`config.mk`:
```
export PLATFORM = sky130hd
export DESIGN_NAME = cyc_irq_timer
export DESIGN_NICKNAME = d
export VERILOG_FILES = /design/src/rtl/cyc_irq_pkg.sv /design/src/rtl/cyc_irq_decode.sv /design/src/rtl/cyc_irq_counter.sv /design/src/rtl/cyc_irq_flag.sv /design/src/rtl/cyc_irq_timer.sv
export SDC_FILE = /design/constraint.sdc
export NUM_CORES = 1
export LEC_CHECK = 0
export BUFFER_PORTS_ARGS = -buffer_cell sky130_fd_sc_hd__clkbuf_2
export CAP_MARGIN = 20
export CORE_ASPECT_RATIO = 1.25
export CORE_MARGIN = 1
export CORE_UTILIZATION = 47
export DETAILED_ROUTE_END_ITERATION = 8
export GPL_TIMING_DRIVEN = 0
export MAX_ROUTING_LAYER = met4
export PLACE_DENSITY = 0.73
export RECOVER_POWER = 100
export SYNTH_ARGS = -nofsm -noshare
export SYNTH_HDL_FRONTEND = slang
export SYNTH_HIERARCHICAL = 1
export SYNTH_SLANG_ARGS = --single-unit
```
`constraint.sdc`:
```
create_clock -name clk_i -period 4.7 [get_ports clk_i]
set_input_delay 0.47 -clock clk_i [delete_from_list [all_inputs] [get_ports clk_i]]
set_output_delay 0.47 -clock clk_i [all_outputs]
set_load 0.02 [all_outputs]
```
`src/rtl/cyc_irq_pkg.sv`:
```
package cyc_irq_pkg;
  localparam int unsigned ADDR_W = 16;
  localparam int unsigned WIN_W  = 5;
  localparam logic [WIN_W-1:0] LO_TAG = 5'b01010;
  localparam logic [WIN_W-1:0] HI_TAG = 5'b01011;

  typedef enum logic [1:0] {
    WIN_NONE = 2'd0,
    WIN_LO   = 2'd1,
    WIN_HI   = 2'd2
  } win_e;
endpackage

```
`src/rtl/cyc_irq_decode.sv`:
```
module cyc_irq_decode
  import cyc_irq_pkg::*;
(
  input  logic              cyc_i,
  input  logic [ADDR_W-1:0] addr_i,
  input  logic              rnw_i,
  output win_e              win_o,
  output logic              wr_lo_o,
  output logic              wr_hi_o,
  output logic              ack_o
);
  logic [WIN_W-1:0] tag;
  assign tag = addr_i[ADDR_W-1 -: WIN_W];

  always_comb begin
    unique case (tag)
      LO_TAG:  win_o = WIN_LO;
      HI_TAG:  win_o = WIN_HI;
      default: win_o = WIN_NONE;
    endcase
  end

  assign ack_o   = cyc_i && (win_o != WIN_NONE);
  assign wr_lo_o = cyc_i && !rnw_i && (win_o == WIN_LO);
  assign wr_hi_o = cyc_i && !rnw_i && (win_o == WIN_HI);
endmodule

```
`src/rtl/cyc_irq_counter.sv`:
```
module cyc_irq_counter #(
  parameter int unsigned DATA_W = 8,
  localparam int unsigned CNT_W = 2*DATA_W - 1,
  localparam int unsigned HI_W  = DATA_W - 1
) (
  input  logic              clk_i,
  input  logic              rst_ni,
  input  logic              cyc_i,
  input  logic              wr_lo_i,
  input  logic              wr_hi_i,
  input  logic [DATA_W-1:0] wdata_i,
  output logic [CNT_W-1:0]  cnt_o,
  output logic              en_o,
  output logic              hit_o
);
  localparam logic [CNT_W-1:0] CNT_MAX = '1;
  localparam logic [CNT_W-1:0] ONE     = CNT_W'(1);
  localparam logic [CNT_W-1:0] CNT_PRE = CNT_MAX - ONE;

  logic [CNT_W-1:0] cnt_q;
  logic             en_q;
  logic             adv;

  // writes win over the increment; counting parks at the maximum
  assign adv   = cyc_i && en_q && !wr_lo_i && !wr_hi_i && (cnt_q != CNT_MAX);
  assign hit_o = adv && (cnt_q == CNT_PRE);

  always_ff @(posedge clk_i or negedge rst_ni) begin
    if (!rst_ni) begin
      cnt_q <= '0;
      en_q  <= 1'b0;
    end else if (adv) begin
      cnt_q <= cnt_q + ONE;
    end else begin
      if (wr_lo_i) cnt_q[DATA_W-1:0] <= wdata_i;
      if (wr_hi_i) begin
        cnt_q[CNT_W-1:DATA_W] <= wdata_i[HI_W-1:0];
        en_q                  <= wdata_i[DATA_W-1];
      end
    end
  end

  assign cnt_o = cnt_q;
  assign en_o  = en_q;

  a_r4_step: assert property (@(posedge clk_i) disable iff (!rst_ni)
    (cyc_i && en_q && !wr_lo_i && !wr_hi_i && cnt_q != CNT_MAX)
      |=> cnt_q == $past(cnt_q) + ONE);

  a_r4_idle_hold: assert property (@(posedge clk_i) disable iff (!rst_ni)
    !cyc_i |=> $stable(cnt_q) && $stable(en_q));

  a_r5_park_at_max: assert property (@(posedge clk_i) disable iff (!rst_ni)
    (cnt_q == CNT_MAX && !wr_lo_i && !wr_hi_i) |=> cnt_q == CNT_MAX);

  a_r8_write_wins: assert property (@(posedge clk_i) disable iff (!rst_ni)
    wr_lo_i |=> cnt_q[DATA_W-1:0] == $past(wdata_i));
endmodule

```
`src/rtl/cyc_irq_flag.sv`:
```
module cyc_irq_flag (
  input  logic clk_i,
  input  logic rst_ni,
  input  logic hit_i,
  input  logic ack_i,
  input  logic en_i,
  output logic irq_no
);
  logic pend_q;

  // set beats acknowledge when both fall in one cycle
  always_ff @(posedge clk_i or negedge rst_ni) begin
    if (!rst_ni)    pend_q <= 1'b0;
    else if (hit_i) pend_q <= 1'b1;
    else if (ack_i) pend_q <= 1'b0;
  end

  assign irq_no = !(pend_q && en_i);

  a_r6_set_on_hit: assert property (@(posedge clk_i) disable iff (!rst_ni)
    hit_i |=> pend_q);

  a_r6_only_from_hit: assert property (@(posedge clk_i) disable iff (!rst_ni)
    $rose(pend_q) |-> $past(hit_i));

  a_r7_ack_clears: assert property (@(posedge clk_i) disable iff (!rst_ni)
    (ack_i && !hit_i) |=> !pend_q);
endmodule

```
`src/rtl/cyc_irq_timer.sv`:
```
module cyc_irq_timer
  import cyc_irq_pkg::*;
#(
  parameter int unsigned DATA_W = 8
) (
  input  logic              clk_i,
  input  logic              rst_ni,
  input  logic              cpu_cycle_i,
  input  logic [ADDR_W-1:0] addr_i,
  input  logic [DATA_W-1:0] wdata_i,
  input  logic              rnw_i,
  output logic [DATA_W-1:0] rdata_o,
  output logic              irq_no
);
  localparam int unsigned CNT_W = 2*DATA_W - 1;

  win_e             win;
  logic             wr_lo, wr_hi, ack;
  logic [CNT_W-1:0] cnt;
  logic             en, hit;

  cyc_irq_decode u_decode (
    .cyc_i   (cpu_cycle_i),
    .addr_i  (addr_i),
    .rnw_i   (rnw_i),
    .win_o   (win),
    .wr_lo_o (wr_lo),
    .wr_hi_o (wr_hi),
    .ack_o   (ack)
  );

  cyc_irq_counter #(.DATA_W(DATA_W)) u_counter (
    .clk_i   (clk_i),
    .rst_ni  (rst_ni),
    .cyc_i   (cpu_cycle_i),
    .wr_lo_i (wr_lo),
    .wr_hi_i (wr_hi),
    .wdata_i (wdata_i),
    .cnt_o   (cnt),
    .en_o    (en),
    .hit_o   (hit)
  );

  cyc_irq_flag u_flag (
    .clk_i  (clk_i),
    .rst_ni (rst_ni),
    .hit_i  (hit),
    .ack_i  (ack),
    .en_i   (en),
    .irq_no (irq_no)
  );

  always_comb begin
    rdata_o = '0;
    if (rnw_i) begin
      unique case (win)
        WIN_LO:  rdata_o = cnt[DATA_W-1:0];
        WIN_HI:  rdata_o = {en, cnt[CNT_W-1:DATA_W]};
        default: rdata_o = '0;
      endcase
    end
  end

  a_r9_quiet_outside: assert property (@(posedge clk_i) disable iff (!rst_ni)
    (rnw_i && win == WIN_NONE) |-> rdata_o == '0);
endmodule

```
==> flow_metrics.env, run 1 <==
export IMPL_switchingPower_mw=0.207
export IMPL_crit_family="simple AND/OR/NAND/NOR gates"
export IMPL_synth_fa_ha_area_frac=0.0350
export IMPL_fin_cells=220
export IMPL_wirelength_um=3890
export IMPL_drv_cap=0
export IMPL_cellPowerDensity_nw_per_um2=308
export IMPL_skew_ns=0.0110
export IMPL_ys_warn_count=6
export IMPL_dr_pass1_iters=4
export IMPL_cts_max_level=1
export IMPL_synth_distinct_cells=47
export IMPL_timing_rr_end="u_counter/cnt_o[5]"
export IMPL_critPathLaunchType="input pin"
export IMPL_diodes=0
export IMPL_synthMuxAreaShare=0.0289
export IMPL_synth_compound_area_frac=0.225
export IMPL_async_flop_share=1.00
export IMPL_cp_slowest_stage_delay_ns=0.44
export IMPL_antenna_found_initial=0
export IMPL_fmax_ghz=0.397
export IMPL_ir_drop_mv=0.207
export IMPL_cts_buffer_depth=2
export IMPL_place_gp_congestion=0.968
export IMPL_status="completed"
export IMPL_p_int_mw=0.287
export IMPL_root_buffer="clkbuf_4"
export IMPL_avgSynthCellArea_um2=9.23
export IMPL_dp_cells=216
export IMPL_r2r_start="u_counter/cnt_o[0]"
export IMPL_num_vias=1423
export IMPL_wl_per_cell_um=17.7
export IMPL_grt_pass1_vias=1442
export IMPL_viasPerCell=6.47
export IMPL_synth_nets=187
export IMPL_worst_pin_slew_ns=0.993
export IMPL_synth_top_family_by_area="simple AND/OR/NAND/NOR gates"
export IMPL_clkLatencyLatePin_ns=0.30
export IMPL_period_share=0.536
export IMPL_clk_pin_slew_ns=0.12
export IMPL_p_total_mw=0.494
export IMPL_p_clk_frac=0.168
export IMPL_grt_pass1_wl_um=6590
export IMPL_port_buffers=25
export IMPL_synth_area_um2=1430
export IMPL_drv_slew=0
export IMPL_ys_top_cells_by_count="dfrtp_1 (17), inv_1 (9), nand2_1 (9), a22oi_2 (8), nor2_2 (8)"
export IMPL_yosysTopAreaCell="dfrtp_1"
export IMPL_synth_top_area_frac=0.297
export IMPL_synth_xor_area_share=0
export IMPL_postCtsSetupRepairBufs=0
export IMPL_area_growth_pct=12.2
export IMPL_path_buf_inv=2
export IMPL_final_area_um2=1600
export IMPL_grt_use_total=0.276
export IMPL_drive_gt1_frac=0.250
export IMPL_drtIter0Drc=91
export IMPL_hold_viol_final=0
export IMPL_rr_worst_depth=6
export IMPL_numCtsBuffers=3
export IMPL_clock_sinks=17
export IMPL_synth_edff_count=0
export IMPL_synthFlopType="dfrtp_1"
export IMPL_critPathKind="input pin to flip-flop"
export IMPL_holdBufCountCts=0
export IMPL_finalSetupViolations=0
export IMPL_cpMostUsedCell="clkbuf_1"
export IMPL_cts_tree="done"
export IMPL_endpoint_kind="flip-flop"
export IMPL_syn_inst=155
export IMPL_synth_area_leaders="dfrtp_1 (30%), a22oi_2 (7.0%), buf_6 (3.9%)"
export IMPL_boundaryPins=37
export IMPL_leakage_nw=0.637
export IMPL_yosysSeqAreaShare=0.297
export IMPL_drt_antenna_violating_nets=0
export IMPL_timing_setup_tns_ns=0
export IMPL_relSlewSlack=0.338
export IMPL_dieHeight_um=63.7
export IMPL_combPwrFrac=0.280
export IMPL_dieWidth_um=51.3
export IMPL_dpl_cell_area_um2=1600
export IMPL_fin_nets=217
export IMPL_dieArea_um2=3270
export IMPL_cts_resized=0
export IMPL_worstPathRequired_ns=4.90
export IMPL_cp_cell_sequence="clkbuf_1 > nor4bb_1 > and2_0 > nand4bb_1 > clkbuf_1 > nor2_1 > a311o_1 > and3_1"
export IMPL_grt_max_degree=18
export IMPL_crit_path_top_delay_cell="and2_0"
export IMPL_crit_arrival_ns=2.72
export IMPL_cp_depth=8
export IMPL_start_util=0.490
export IMPL_synth_most_common_cell="dfrtp_1"
export IMPL_p_seq_frac=0.552
export IMPL_p_sw_frac=0.418
export IMPL_hold_class="input pin to async pin"
export IMPL_rrSetupSlack_ns=2.63
export IMPL_synth_seq_cells=17
export IMPL_rsz0062_at_grt="no"
export IMPL_hpwl_um=2810
export IMPL_path_max_fanout=9
export IMPL_period_needed_ns=2.52
export IMPL_drc_errors=0
export IMPL_fp_row_count=22
export IMPL_coreArea_um2=2920
export IMPL_synthSimpleGateAreaFrac=0.335
export IMPL_overflow=0
[state kept, by name (all words and copies together) (netlist names)]
name,count
u_counter/cnt_o,15
u_flag/pend_q,1
u_counter/en_o,1
[worst register-to-register path: stages, from the launching register on]
cell	delay [ns]
dfrtp_1	0.47
ha_1	0.29
and4_1	0.26
and4_4	0.21
buf_6	0.13
nor3_1	0.42
a311o_1	0.25
[stage by stage]
step / hold slack, ns / setup slack, ns / util
CTS: 0.109 / 2.38 / 0.558
global placement: 0.428 / 2.37 / 0.548
finish: 0.297 / 2.18 / 0.550
detailed placement: 0.444 / 2.35 / 0.548
floorplan: 0.174 / 2.64 / -
global route: 0.382 / 2.13 / 0.550
[worst max path at each step]
stage | endpoint | start
final | u_counter/cnt_o[11] | cpu_cycle_i
after floorplan | rdata_o[0] | addr_i[13]
after global placement | u_counter/cnt_o[11] | cpu_cycle_i
after global routing | u_counter/cnt_o[11] | cpu_cycle_i
after detailed placement | u_counter/cnt_o[11] | rnw_i
after CTS | rdata_o[2] | addr_i[13]
[routing by layer]
metal	GRT usage	wire (µm)	vias to the layer above
met5	-	0	-
met4	0.155	106	0
met3	0.0411	304	13
met2	0.444	1970	76
met1	0.321	1510	680
li1	-	-	654
[power groups by stage]
stage	combinational [mW]	clock [mW]	sequential, mW
2_1_floorplan	0.105	0	0.247
6_report	0.138	0.0832	0.273
3_5_place_dp	0.137	0	0.272
4_1_cts	0.138	0.0856	0.269
3_3_place_gp	0.129	0	0.270
5_1_grt	0.157	0.0920	0.281
[cell type report]
cell class                 count  area (µm²)
inverter                       9        33.8
clock inverter                 1        5.00
clock buffer                   3        22.5
timing repair buffer          25         110
tap                           36        45.0
sequential                    17         425
multi-input combinational    119         887
buffer                        10        75.1
fill                         297        1310
[cells by family (layout without fill, tap and decap cells)]
logic type	after synthesis	after routing
mux	4	4
fa+ha+maj	4	4
simple gates	74	74
flops	17	17
buf+inv	19	48
compound gates	37	37
[cells in the final DEF (no fill, tap or decap), drive strengths merged, types with 4 or more instances in the layout]
cell	n
nand2	9
dfrtp	17
nand3	6
and3	7
ha	4
inv	9
a211oi	6
a22oi	8
nor2	14
nor2b	4
nand2b	4
a21oi	4
and4	6
nor3	5
clkbuf	33
nand4	5
buf	5
Note: power is estimated with default switching activity, not from simulation.
==> run 2: changes to the inputs <==
- PLACE_DENSITY: 0.73 -> 0.76
- clock period: 4.7 -> 2.2 ns (I/O delays scaled with it)
==> run 2 against run 1 <==
Compared with the run above: first-iteration DRC count fell by 3.3%; combinational power grew 110%; critical path depth is 2 lower; sequential power is 110% higher; core utilization rose by 0.34 points; final area up 0.62%; sequential cell count stayed put; clock power rose by 100%; clock skew is 0.0038 ns higher.
==> flow_metrics.env, run 2 (synthesis results as in run 1) <==
export IMPL_hpwl_um=2780
export IMPL_path_buf_inv=1
export IMPL_dr_pass1_iters=4
export IMPL_crit_arrival_ns=2.25
export IMPL_cp_slowest_stage_delay_ns=0.48
export IMPL_fmax_ghz=0.497
export IMPL_num_vias=1403
export IMPL_cts_buffer_depth=2
export IMPL_p_sw_frac=0.409
export IMPL_timing_setup_tns_ns=0
export IMPL_numCtsBuffers=3
export IMPL_switchingPower_mw=0.425
export IMPL_critPathKind="flip-flop to flip-flop"
export IMPL_grt_pass1_wl_um=6350
export IMPL_coreArea_um2=2920
export IMPL_clk_pin_slew_ns=0.11
export IMPL_cellPowerDensity_nw_per_um2=644
export IMPL_hold_class="input pin to flip-flop"
export IMPL_crit_family="simple AND/OR/NAND/NOR gates"
export IMPL_drv_cap=0
export IMPL_port_buffers=25
export IMPL_area_growth_pct=12.9
export IMPL_grt_max_degree=18
export IMPL_rsz0062_at_grt="no"
export IMPL_fillers=301
export IMPL_postCtsSetupRepairBufs=0
export IMPL_cts_tree="done"
export IMPL_drive_gt1_frac=0.265
export IMPL_critPathLaunchType="flip-flop"
export IMPL_combPwrFrac=0.282
export IMPL_skew_ns=0.0148
export IMPL_dp_cells=216
export IMPL_largest_reg_flops=15
export IMPL_post_place_ws_ns=0.0935
export IMPL_p_seq_frac=0.555
export IMPL_fp_row_count=22
export IMPL_worst_pin_slew_ns=0.952
export IMPL_overflow=0
export IMPL_root_buffer="clkbuf_4"
export IMPL_fin_nets=218
export IMPL_wl_per_cell_um=16.8
export IMPL_crit_path_top_delay_cell="or4_1"
export IMPL_viasPerCell=6.35
export IMPL_drv_slew=0
export IMPL_ir_drop_mv=0.457
export IMPL_grt_use_total=0.264
export IMPL_final_cell_mix="dfrtp_1 (17), clkbuf_2 (16), clkbuf_1 (15)"
export IMPL_boundaryPins=37
export IMPL_path_max_fanout=7
export IMPL_relSlewSlack=0.365
export IMPL_worstPathRequired_ns=2.44
export IMPL_dieWidth_um=51.3
export IMPL_setup_ws_ns=0.187
export IMPL_p_int_mw=0.615
export IMPL_hold_viol_final=0
export IMPL_diodes=0
export IMPL_drc_errors=0
export IMPL_dieArea_um2=3270
export IMPL_final_common_cell="dfrtp_1"
export IMPL_leakage_nw=0.646
export IMPL_status="completed"
export IMPL_wirelength_um=3720
export IMPL_p_clk_frac=0.163
export IMPL_cts_max_level=1
export IMPL_clkLatencyLatePin_ns=0.29
export IMPL_drt_antenna_violating_nets=0
export IMPL_place_gp_congestion=0.918
export IMPL_clock_sinks=17
export IMPL_dieHeight_um=63.7
export IMPL_antenna_found_initial=0
export IMPL_fin_cells=221
export IMPL_endpoint_kind="flip-flop"
export IMPL_drtIter0Drc=88
export IMPL_period_needed_ns=2.01
export IMPL_period_share=0.915
export IMPL_start_util=0.490
export IMPL_finalSetupViolations=0
export IMPL_cp_cell_sequence="ha_1 > and4_1 > and4_2 > clkbuf_2 > or4_1 > nand3_1"
export IMPL_grt_pass1_vias=1357
run 2: cell types whose count changed in the layout (fill, tap and decap cells not counted), sizes merged:
| cell | change |
|---|---|
| clkbuf | +1 |
| dlygate4sd3 | +1 |
| buf | -1 |
run 2: final timing paths:
check	start	to	slack, ns	depth (start not counted)
max in group asynchronous	rst_ni	u_counter/cnt_o[14]	1.04	2
min in group asynchronous	rst_ni	u_counter/cnt_o[6]	0.58	2
worst max-delay path	u_counter/cnt_o[0]	u_counter/cnt_o[6]	0.19	6
worst min register to register	u_flag/pend_q	u_flag/pend_q	0.49	1
worst max register to register	u_counter/cnt_o[0]	u_counter/cnt_o[6]	0.19	6
worst min-delay path	wdata_i[6]	u_counter/cnt_o[6]	0.15	3
run 2: metrics by stage:
stage,power (mW),instance area [µm²],hold slack [ns],utilization
2_1_floorplan,0.752,1430,-0.0756,-
3_3_place_gp,0.851,1600,0.176,0.548
3_5_place_dp,0.872,1600,0.184,0.548
4_1_cts,1.04,1640,0.142,0.561
5_1_grt,1.12,1610,0.152,0.553
6_report,1.04,1610,0.147,0.553
run 2: power by group through the flow:
stage	combinational [mW]	sequential (mW)	clock [mW]
floorplan	0.225	0.527	0
global placement	0.277	0.574	0
detailed placement	0.293	0.579	0
CTS	0.295	0.573	0.175
global route	0.335	0.598	0.187
finish	0.293	0.577	0.170
run 2: repair_timing:
action                                  in CTS  in global routing
endpoints found under the hold margin       17                  0
endpoints found under the setup margin       0                  0
resized for setup                            0                  0
hold buffers                                 1                  0
run 2: cell type report:
class                   instances  area (µm²)  share of cell area
flip-flops and latches         17         425               0.264
inverters                       9        33.8              0.0209
multi-input cells             119         891               0.552
plain buffers                  10        70.1              0.0434
clock buffers                   3        22.5              0.0140
well taps                      36        45.0              0.0279
clock inverters                 1        5.00             0.00310
repair buffers                 26         121              0.0752
run 2: routing by layer:
layer  global-route usage  vias to the layer above  part of all wire
li1                     -                      661                 -
met1                0.305                      674              0.40
met2                0.436                       57              0.51
met3               0.0483                       11             0.068
met4                0.122                        0             0.025
met5                    -                        -                 0
run 2: worst reg2reg max path, cell delays in order (launching register included):
cell and delay [ns]:
dfrtp_1 0.47, ha_1 0.28, and4_1 0.24, and4_2 0.24, clkbuf_2 0.16, or4_1 0.48
nand3_1 0.10
